### src/rtl/margin_div_pkg.sv
package margin_div_pkg;

   typedef enum logic [0:0] {
      ADD_WIDE  = 1'b0,
      ADD_SPLIT = 1'b1
   } add_arch_e;

endpackage

### src/rtl/margin_step_clamp.sv
module margin_step_clamp #(
   parameter int STEP_W   = 6,
   parameter int MAX_STEP = 26
) (
   input  logic [STEP_W-1:0] step_in,
   input  logic              enable,
   output logic [STEP_W-1:0] step_out
);
   localparam logic signed [STEP_W-1:0] HI = STEP_W'(MAX_STEP);
   localparam logic signed [STEP_W-1:0] LO = -HI;

   logic signed [STEP_W-1:0] s_in;
   assign s_in = $signed(step_in);

   always_comb begin
      if (!enable)
         step_out = '0;
      else if (s_in > HI)
         step_out = HI;
      else if (s_in < LO)
         step_out = LO;
      else
         step_out = step_in;
   end
endmodule

### src/rtl/margin_div_offset.sv
module margin_div_offset
   import margin_div_pkg::*;
#(
   parameter int        INT_W    = 7,
   parameter int        FRAC_W   = 9,
   parameter int        STEP_W   = 6,
   parameter int        NOM_INT  = 100,
   parameter int        NOM_FRAC = 0,
   parameter add_arch_e ARCH     = ADD_SPLIT
) (
   input  logic [STEP_W-1:0] step,
   output logic [INT_W-1:0]  int_o,
   output logic [FRAC_W-1:0] frac_o
);
   localparam int WORD_W = INT_W + FRAC_W;
   localparam logic [INT_W-1:0]  NOM_I = INT_W'(NOM_INT);
   localparam logic [FRAC_W-1:0] NOM_F = FRAC_W'(NOM_FRAC);

   generate
      if (ARCH == ADD_WIDE) begin : g_wide
         logic [WORD_W-1:0] word;
         assign word   = {NOM_I, NOM_F} + {{(WORD_W-STEP_W){step[STEP_W-1]}}, step};
         assign int_o  = word[WORD_W-1:FRAC_W];
         assign frac_o = word[FRAC_W-1:0];
      end else begin : g_split
         localparam int SW = FRAC_W + 2;
         logic signed [SW-1:0] fsum;
         assign fsum = $signed({2'b00, NOM_F}) +
                       $signed({{(SW-STEP_W){step[STEP_W-1]}}, step});
         always_comb begin
            if (fsum < 0) begin
               int_o  = NOM_I - INT_W'(1);
               frac_o = fsum[FRAC_W-1:0];
            end else if (fsum[FRAC_W]) begin
               int_o  = NOM_I + INT_W'(1);
               frac_o = fsum[FRAC_W-1:0];
            end else begin
               int_o  = NOM_I;
               frac_o = fsum[FRAC_W-1:0];
            end
         end
      end
   endgenerate
endmodule

### src/rtl/margin_div_ctrl.sv
module margin_div_ctrl
   import margin_div_pkg::*;
#(
   parameter int        INT_W    = 7,
   parameter int        FRAC_W   = 9,
   parameter int        STEP_W   = 6,
   parameter int        MAX_STEP = 26,
   parameter int        NOM_INT  = 100,
   parameter int        NOM_FRAC = 0,
   parameter add_arch_e ARCH     = ADD_SPLIT
) (
   input  logic              clk,
   input  logic              rst,
   input  logic              margin_en,
   input  logic [STEP_W-1:0] step_req,
   output logic [INT_W-1:0]  fb_int,
   output logic [FRAC_W-1:0] fb_frac
);
   generate
      if (MAX_STEP > (2 ** (STEP_W - 1)) - 1) begin : g_bad_step
         $error("MAX_STEP does not fit the signed step width");
      end
      if (MAX_STEP >= (2 ** FRAC_W)) begin : g_bad_frac
         $error("MAX_STEP exceeds one integer unit of the fraction");
      end
      if (NOM_INT < 1 || NOM_INT >= (2 ** INT_W) - 1) begin : g_bad_int
         $error("NOM_INT leaves no headroom for borrow or carry");
      end
   endgenerate

   logic [STEP_W-1:0] step_eff;
   logic [INT_W-1:0]  nxt_int;
   logic [FRAC_W-1:0] nxt_frac;

   margin_step_clamp #(.STEP_W(STEP_W), .MAX_STEP(MAX_STEP)) u_clamp (
      .step_in (step_req),
      .enable  (margin_en),
      .step_out(step_eff)
   );

   margin_div_offset #(
      .INT_W(INT_W), .FRAC_W(FRAC_W), .STEP_W(STEP_W),
      .NOM_INT(NOM_INT), .NOM_FRAC(NOM_FRAC), .ARCH(ARCH)
   ) u_offset (
      .step  (step_eff),
      .int_o (nxt_int),
      .frac_o(nxt_frac)
   );

   always_ff @(posedge clk) begin
      if (rst) begin
         fb_int  <= INT_W'(NOM_INT);
         fb_frac <= FRAC_W'(NOM_FRAC);
      end else begin
         fb_int  <= nxt_int;
         fb_frac <= nxt_frac;
      end
   end
endmodule

### config.mk
export PLATFORM = sky130hd
export DESIGN_NAME = margin_div_ctrl
export DESIGN_NICKNAME = d
export VERILOG_FILES = /design/src/rtl/margin_div_pkg.sv /design/src/rtl/margin_step_clamp.sv /design/src/rtl/margin_div_offset.sv /design/src/rtl/margin_div_ctrl.sv
export SDC_FILE = /design/constraint.sdc
export NUM_CORES = 1
export LEC_CHECK = 0
export BUFFER_PORTS_ARGS = -buffer_cell sky130_fd_sc_hd__buf_2
export CORE_AREA = 2 2 39 41
export CTS_CLUSTER_SIZE = 12
export DETAILED_ROUTE_END_ITERATION = 8
export DIE_AREA = 0 0 41 43
export PLACE_DENSITY = 0.63
export RECOVER_POWER = 25
export SLEW_MARGIN = 20
export SYNTH_ARGS = -nofsm -noshare
export SYNTH_HDL_FRONTEND = slang
export SYNTH_SLANG_ARGS = --single-unit
### constraint.sdc
create_clock -name clk -period 1.8 [get_ports clk]
set_input_delay 0.18 -clock clk [delete_from_list [all_inputs] [get_ports clk]]
set_output_delay 0.18 -clock clk [all_outputs]
set_load 0.01 [all_outputs]
==> results of run 1 <==
## power groups by stage
stage | Clock, mW | Sequential, mW | Combinational, mW
final | 0.138 | 0.166 | 0.0632
after global routing | 0.151 | 0.167 | 0.0715
after CTS | 0.144 | 0.166 | 0.0647
after detailed placement | 0 | 0.169 | 0.0643
after global placement | 0 | 0.169 | 0.0636
after floorplan | 0 | 0.174 | 0.0446
## synth_stat cells, drive strengths merged
cell / instances
a21oi: 4
o311ai: 1
a211o: 1
nor3b: 1
nand2b: 2
dfxtp: 7
or2: 1
buf: 9
nand2: 3
conb: 2
or3: 1
inv: 2
ha: 1
nor2: 4
## critical path: cells and delay by family
kind / cells / cell delay, ns
AND/OR/NAND/NOR: 2 / 0.23
adder cells (fa/ha/maj): 1 / 0.26
AO/OA/AOI/OAI: 2 / 0.47
buffers and inverters: 1 / 0.11
## how the worst max path moves through the flow
stage	slack (ns)	endpoint	depth (start not counted)
after global placement	0.50	fb_frac[4]	6
after detailed placement	0.48	fb_frac[4]	6
after floorplan	0.68	fb_frac[3]	5
after CTS	0.74	fb_frac[4]	6
after global routing	0.64	fb_frac[3]	6
final	0.73	fb_frac[4]	6
## layer usage
layer  routed length (µm)  GRT usage
met2                  292      0.106
met5                    0          0
met4                   12      0.100
met1                  224     0.0809
met3                   56     0.0157
## cell usage in the layout, fill, tap and decap left out, drive strengths merged
| cell type | Yosys | layout |
|---|---|---|
| conb | 2 | 4 |
| ha | 1 | 1 |
| clkbuf | 0 | 7 |
| or3 | 1 | 1 |
| a21oi | 4 | 4 |
| dfxtp | 7 | 7 |
| inv | 2 | 2 |
| a211o | 1 | 1 |
| o311ai | 1 | 1 |
| nor3b | 1 | 1 |
| nand2b | 2 | 2 |
| nand2 | 3 | 3 |
| nor2 | 4 | 4 |
| buf | 9 | 17 |
| or2 | 1 | 1 |
## kinds of logic after synthesis
group / share of synthesized area
flip-flops: 0.401
buffers and inverters: 0.215
adder cells (fa/ha/maj): 0.0358
AND/OR/NAND/NOR: 0.183
AO/OA/AOI/OAI: 0.143
other: 0.0215
## cell type report
cell class              instances  area (µm²)
multi-input cells              23         141
well taps                      16        20.0
flip-flops and latches          7         140
fillers                       159         952
repair buffers                 20        96.3
inverters                       2        7.51
clock buffers                   4        26.3
## state kept, by name, indices dropped and copies added, names as in the netlist
register	cells
fb_frac	5
fb_int	2
==> impl_metrics.tcl, run 1 <==
set metrics [dict create \
    die-width_um 41 \
    crit_path_end_kind "flop" \
    cts_tree "built" \
    netlist.top_cell.by_area "sky130_fd_sc_hd__dfxtp_1" \
    setup.worst_path.start "step_req[1]" \
    design.die.area_um2 1760 \
    critical_path_class "in2reg" \
    setup_viol 0 \
    critPathMaxFanout 5 \
    min_period_ns 1.07 \
    post_cts_setup_buffers 0 \
    wire_per_inst_um 8.13 \
    least_setup_slack_across_all_paths_after_layout_ns 0.728 \
    worstHoldPathCells 3 \
    p_int_uw 275 \
    cts_root_buf "sky130_fd_sc_hd__clkbuf_4" \
    dp_hpwl_um 482 \
    final_weighted_congestion_of_routability_driven_global_placement 0.781 \
    timing.hold.ws_ns 0.201 \
    drt_iter0_markers 1 \
    h-tree-depth 1 \
    p_leak_nw 0.221 \
    cts_num_sinks 7 \
    postCtsHoldBufs 0 \
    detailed_place.area_um2 409 \
    io_pins 25 \
    yosys_warnings 0 \
    status "finished, final reports clean" \
    crit_arrival_ns 1.25 \
    rows 14 \
    number_of_global_route_vias_before_repair 230 \
    ir_drop_mv 0.200 \
    rsz_0062_raised_after_global_routing "no" \
    initial_cell_density_of_the_core 0.252 \
    syn-instance-count 39 \
    dp.cells 68 \
    path_clk_slew_ns 0.05 \
    gr-usage-all-layers 0.0775 \
    switchingPower_uw 92.0 \
    ant_nets 0 \
    drc 0 \
    grt_pass1_wl_um 869 \
    routed_wl_um 585 \
    dr_total_vias 291 \
    clk_path_buf_depth 2 \
    netlist_area_um2 349 \
    clockPowerShare 0.376 \
    netlist-cell-type-count 15 \
    finalNonFillerCells 72 \
    crit_path_max_incr_delay_ns 0.33 \
    floorplan.die.height_um 43 \
    critPathRequiredTime_ns 1.97 \
    antenna_violations_before_repair 0 \
    period_share 0.595 \
    yosys-top-cells-area "sky130_fd_sc_hd__dfxtp_1, sky130_fd_sc_hd__buf_4, sky130_fd_sc_hd__o311ai_2, sky130_fd_sc_hd__a21oi_1, sky130_fd_sc_hd__nor2_1" \
    synth_seq_cells 7 \
    min_delay_worst_endpoint "fb_frac[2]" \
    cap_violations 0 \
    power-per-cell-area_nw_per_um2 850 \
    fin_area_um2 432 \
    hold_violations 0 \
    drive_gt1_frac 0.446 \
    ys_seq_area_frac 0.401 \
    drtPass1Iterations 2 \
    total_chip_power_uw 367 \
    hp-start "step_req[2]" \
    number_of_nets_in_the_layout 67 \
    area_overhead_of_the_layout_relative_to_synthesis_pct 23.7 \
    utilization 0.312 \
    antenna_cells 0 \
    globalRoute.totalOverflow 0 \
    synth_largest_type_area_fraction 0.401 \
    tns_ns 0 \
    core_um2 1380 \
    detailedPlace.worstSlack_ns 0.484 \
    power.share.sequential 0.452 \
    timing.critical_path.cells "clkbuf_1 > a211o_2 > nand2_1 > ha_1 > nand2b_1 > a21oi_1" \
    ctsResizeCount 0 \
    numCtsBuffers 3 \
    numPortBuffers 20 \
    critPathSlowestCell "sky130_fd_sc_hd__a211o_2" \
    p_comb_frac 0.172 \
    worst_setup_path_start_kind "input port" \
    syn-mean-instance-area_um2 8.95 \
    sw_frac_of_total 0.251 \
    timing.hold.worst.class "in2reg" \
    viasPerCell 4.04 \
    grt_start_max_net_pins 7 \
    final_max_slew_viol_count 0 \
    maximum_operating_frequency_mhz 933 \
]
(Power assumes the default switching activity.)
==> run 2, diff against run 1 <==
- clock period: 1.8 -> 1.1 ns (I/O delays scaled with it)
==> impl_metrics.tcl, run 2 (synthesized netlist as in run 1, its figures left out) <==
set metrics [dict create \
    clk_path_buf_depth 2 \
    gr-usage-all-layers 0.0755 \
    io_pins 25 \
    cts_num_sinks 7 \
    critPathMaxFanout 5 \
    rsz_0062_raised_after_global_routing "no" \
    period_share 0.882 \
    cap_violations 0 \
    detailed_place.area_um2 432 \
    initial_cell_density_of_the_core 0.252 \
    most-common-layout-cells "sky130_fd_sc_hd__buf_2, sky130_fd_sc_hd__dfxtp_1, sky130_fd_sc_hd__nor2_1, sky130_fd_sc_hd__conb_1, sky130_fd_sc_hd__clkbuf_1" \
    fin_area_um2 447 \
    cts_tree "built" \
    drc 0 \
    drtPass1Iterations 4 \
    timing.hold.worst.class "in2reg" \
    drt_iter0_markers 8 \
    clockPowerShare 0.371 \
    critPathRequiredTime_ns 1.28 \
    timing.critical_path.max_delay_family "compound AO/OA/AOI/OAI gates" \
    grt_pass1_wl_um 834 \
    ir_drop_mv 0.376 \
    crit_arrival_ns 1.15 \
    path_clk_slew_ns 0.05 \
    fillCellCount 162 \
    dr_total_vias 286 \
    leading_cell_type_in_the_layout_fill_and_taps_excluded "sky130_fd_sc_hd__buf_2" \
    core_um2 1380 \
    critical_path_class "in2reg" \
    worst_margin_slew_ns 0.500 \
    p_leak_nw 0.236 \
    finalNonFillerCells 75 \
    cts_root_buf "sky130_fd_sc_hd__clkbuf_4" \
    setup_viol 0 \
    sw_frac_of_total 0.246 \
    switchingPower_uw 149 \
    status "finished, final reports clean" \
    timing.critical_path.cells "buf_2 > a211o_2 > nand2_1 > ha_1 > nand2b_1 > a21oi_1" \
    antenna_cells 0 \
    min_period_ns 0.970 \
    dp.cells 71 \
    crit_path_end_kind "flop" \
    postCtsHoldBufs 0 \
    drive_gt1_frac 0.458 \
    viasPerCell 3.81 \
    routed_wl_um 592 \
    area_overhead_of_the_layout_relative_to_synthesis_pct 28.0 \
    power.share.sequential 0.449 \
    ctsResizeCount 0 \
    globalRoute.totalOverflow 0 \
    numPortBuffers 20 \
    final_weighted_congestion_of_routability_driven_global_placement 0.761 \
    least_setup_slack_across_all_paths_after_layout_ns 0.130 \
    floorplan.die.height_um 43 \
    design.die.area_um2 1760 \
    rows 14 \
    final_max_slew_viol_count 0 \
    cp.buffers_inverters 1 \
    detailedPlace.worstSlack_ns -0.123 \
    largest_register_ffs 5 \
    crit_path_max_incr_delay_ns 0.31 \
    die-width_um 41 \
    h-tree-depth 1 \
    number_of_nets_in_the_layout 70 \
    grt_start_max_net_pins 7 \
    p_int_uw 456 \
    dp_hpwl_um 485 \
    antenna_violations_before_repair 0 \
    numCtsBuffers 3 \
    top_regs "fb_frac (5), fb_int (2)" \
    slew-limit-headroom 0.661 \
    critPathSlowestCell "sky130_fd_sc_hd__a211o_2" \
    wire_per_inst_um 7.89 \
    maximum_operating_frequency_mhz 1030 \
    post_cts_setup_buffers 0 \
    number_of_global_route_vias_before_repair 231 \
    p_comb_frac 0.179 \
    hold_violations 0 \
    worst_setup_path_start_kind "input port" \
    ant_nets 0 \
    power-per-cell-area_nw_per_um2 1350 \
    register_name_with_the_most_flops "fb_frac" \
]
==> run 2: layout make-up <==
| type | count | area (µm²) | area share |
|---|---|---|---|
| timing repair buffer | 23 | 119 | 0.266 |
| clock buffer | 4 | 26.3 | 0.0588 |
| inverter | 2 | 7.51 | 0.0168 |
| tap | 16 | 20.0 | 0.0448 |
| sequential | 7 | 140 | 0.314 |
| multi-input combinational | 23 | 134 | 0.300 |
==> run 2: through the flow <==
step | setup TNS [ns] | utilization | power, mW | hold WS (ns)
floorplan | 0 | - | 0.358 | 0.231
global placement | -0.332 | 0.312 | 0.389 | 0.390
detailed placement | -0.407 | 0.312 | 0.390 | 0.376
CTS | 0 | 0.331 | 0.622 | 0.115
global route | 0 | 0.323 | 0.651 | 0.148
finish | 0 | 0.323 | 0.604 | 0.127
==> run 2: path summary, 6_finish.rpt <==
check                   endpoint  cells after the start  slack [ns]        start
worst max-delay path  fb_frac[3]                      6        0.13  step_req[1]
worst min-delay path  fb_frac[2]                      3        0.13  step_req[2]
==> run 2: power groups by stage <==
| stage | sequential, mW | combinational [mW] | clock [mW] |
|---|---|---|---|
| after floorplan | 0.285 | 0.0730 | 0 |
| after global placement | 0.276 | 0.113 | 0 |
| after detailed placement | 0.277 | 0.114 | 0 |
| after CTS | 0.272 | 0.114 | 0.237 |
| after global routing | 0.273 | 0.123 | 0.255 |
| final | 0.272 | 0.108 | 0.224 |
==> run 2: routing by layer <==
layer	GRT usage	routed length (µm)	up-vias
met5	0	0	-
met4	0.100	0	0
met3	0.0157	59	0
met2	0.109	298	16
met1	0.0712	233	118
li1	-	-	152
==> run 2: tightest hold or removal path: stages <==
cell	delay, ns
sky130_fd_sc_hd__buf_2	0.11
sky130_fd_sc_hd__nor2_1	0.05
sky130_fd_sc_hd__nor2_1	0.07
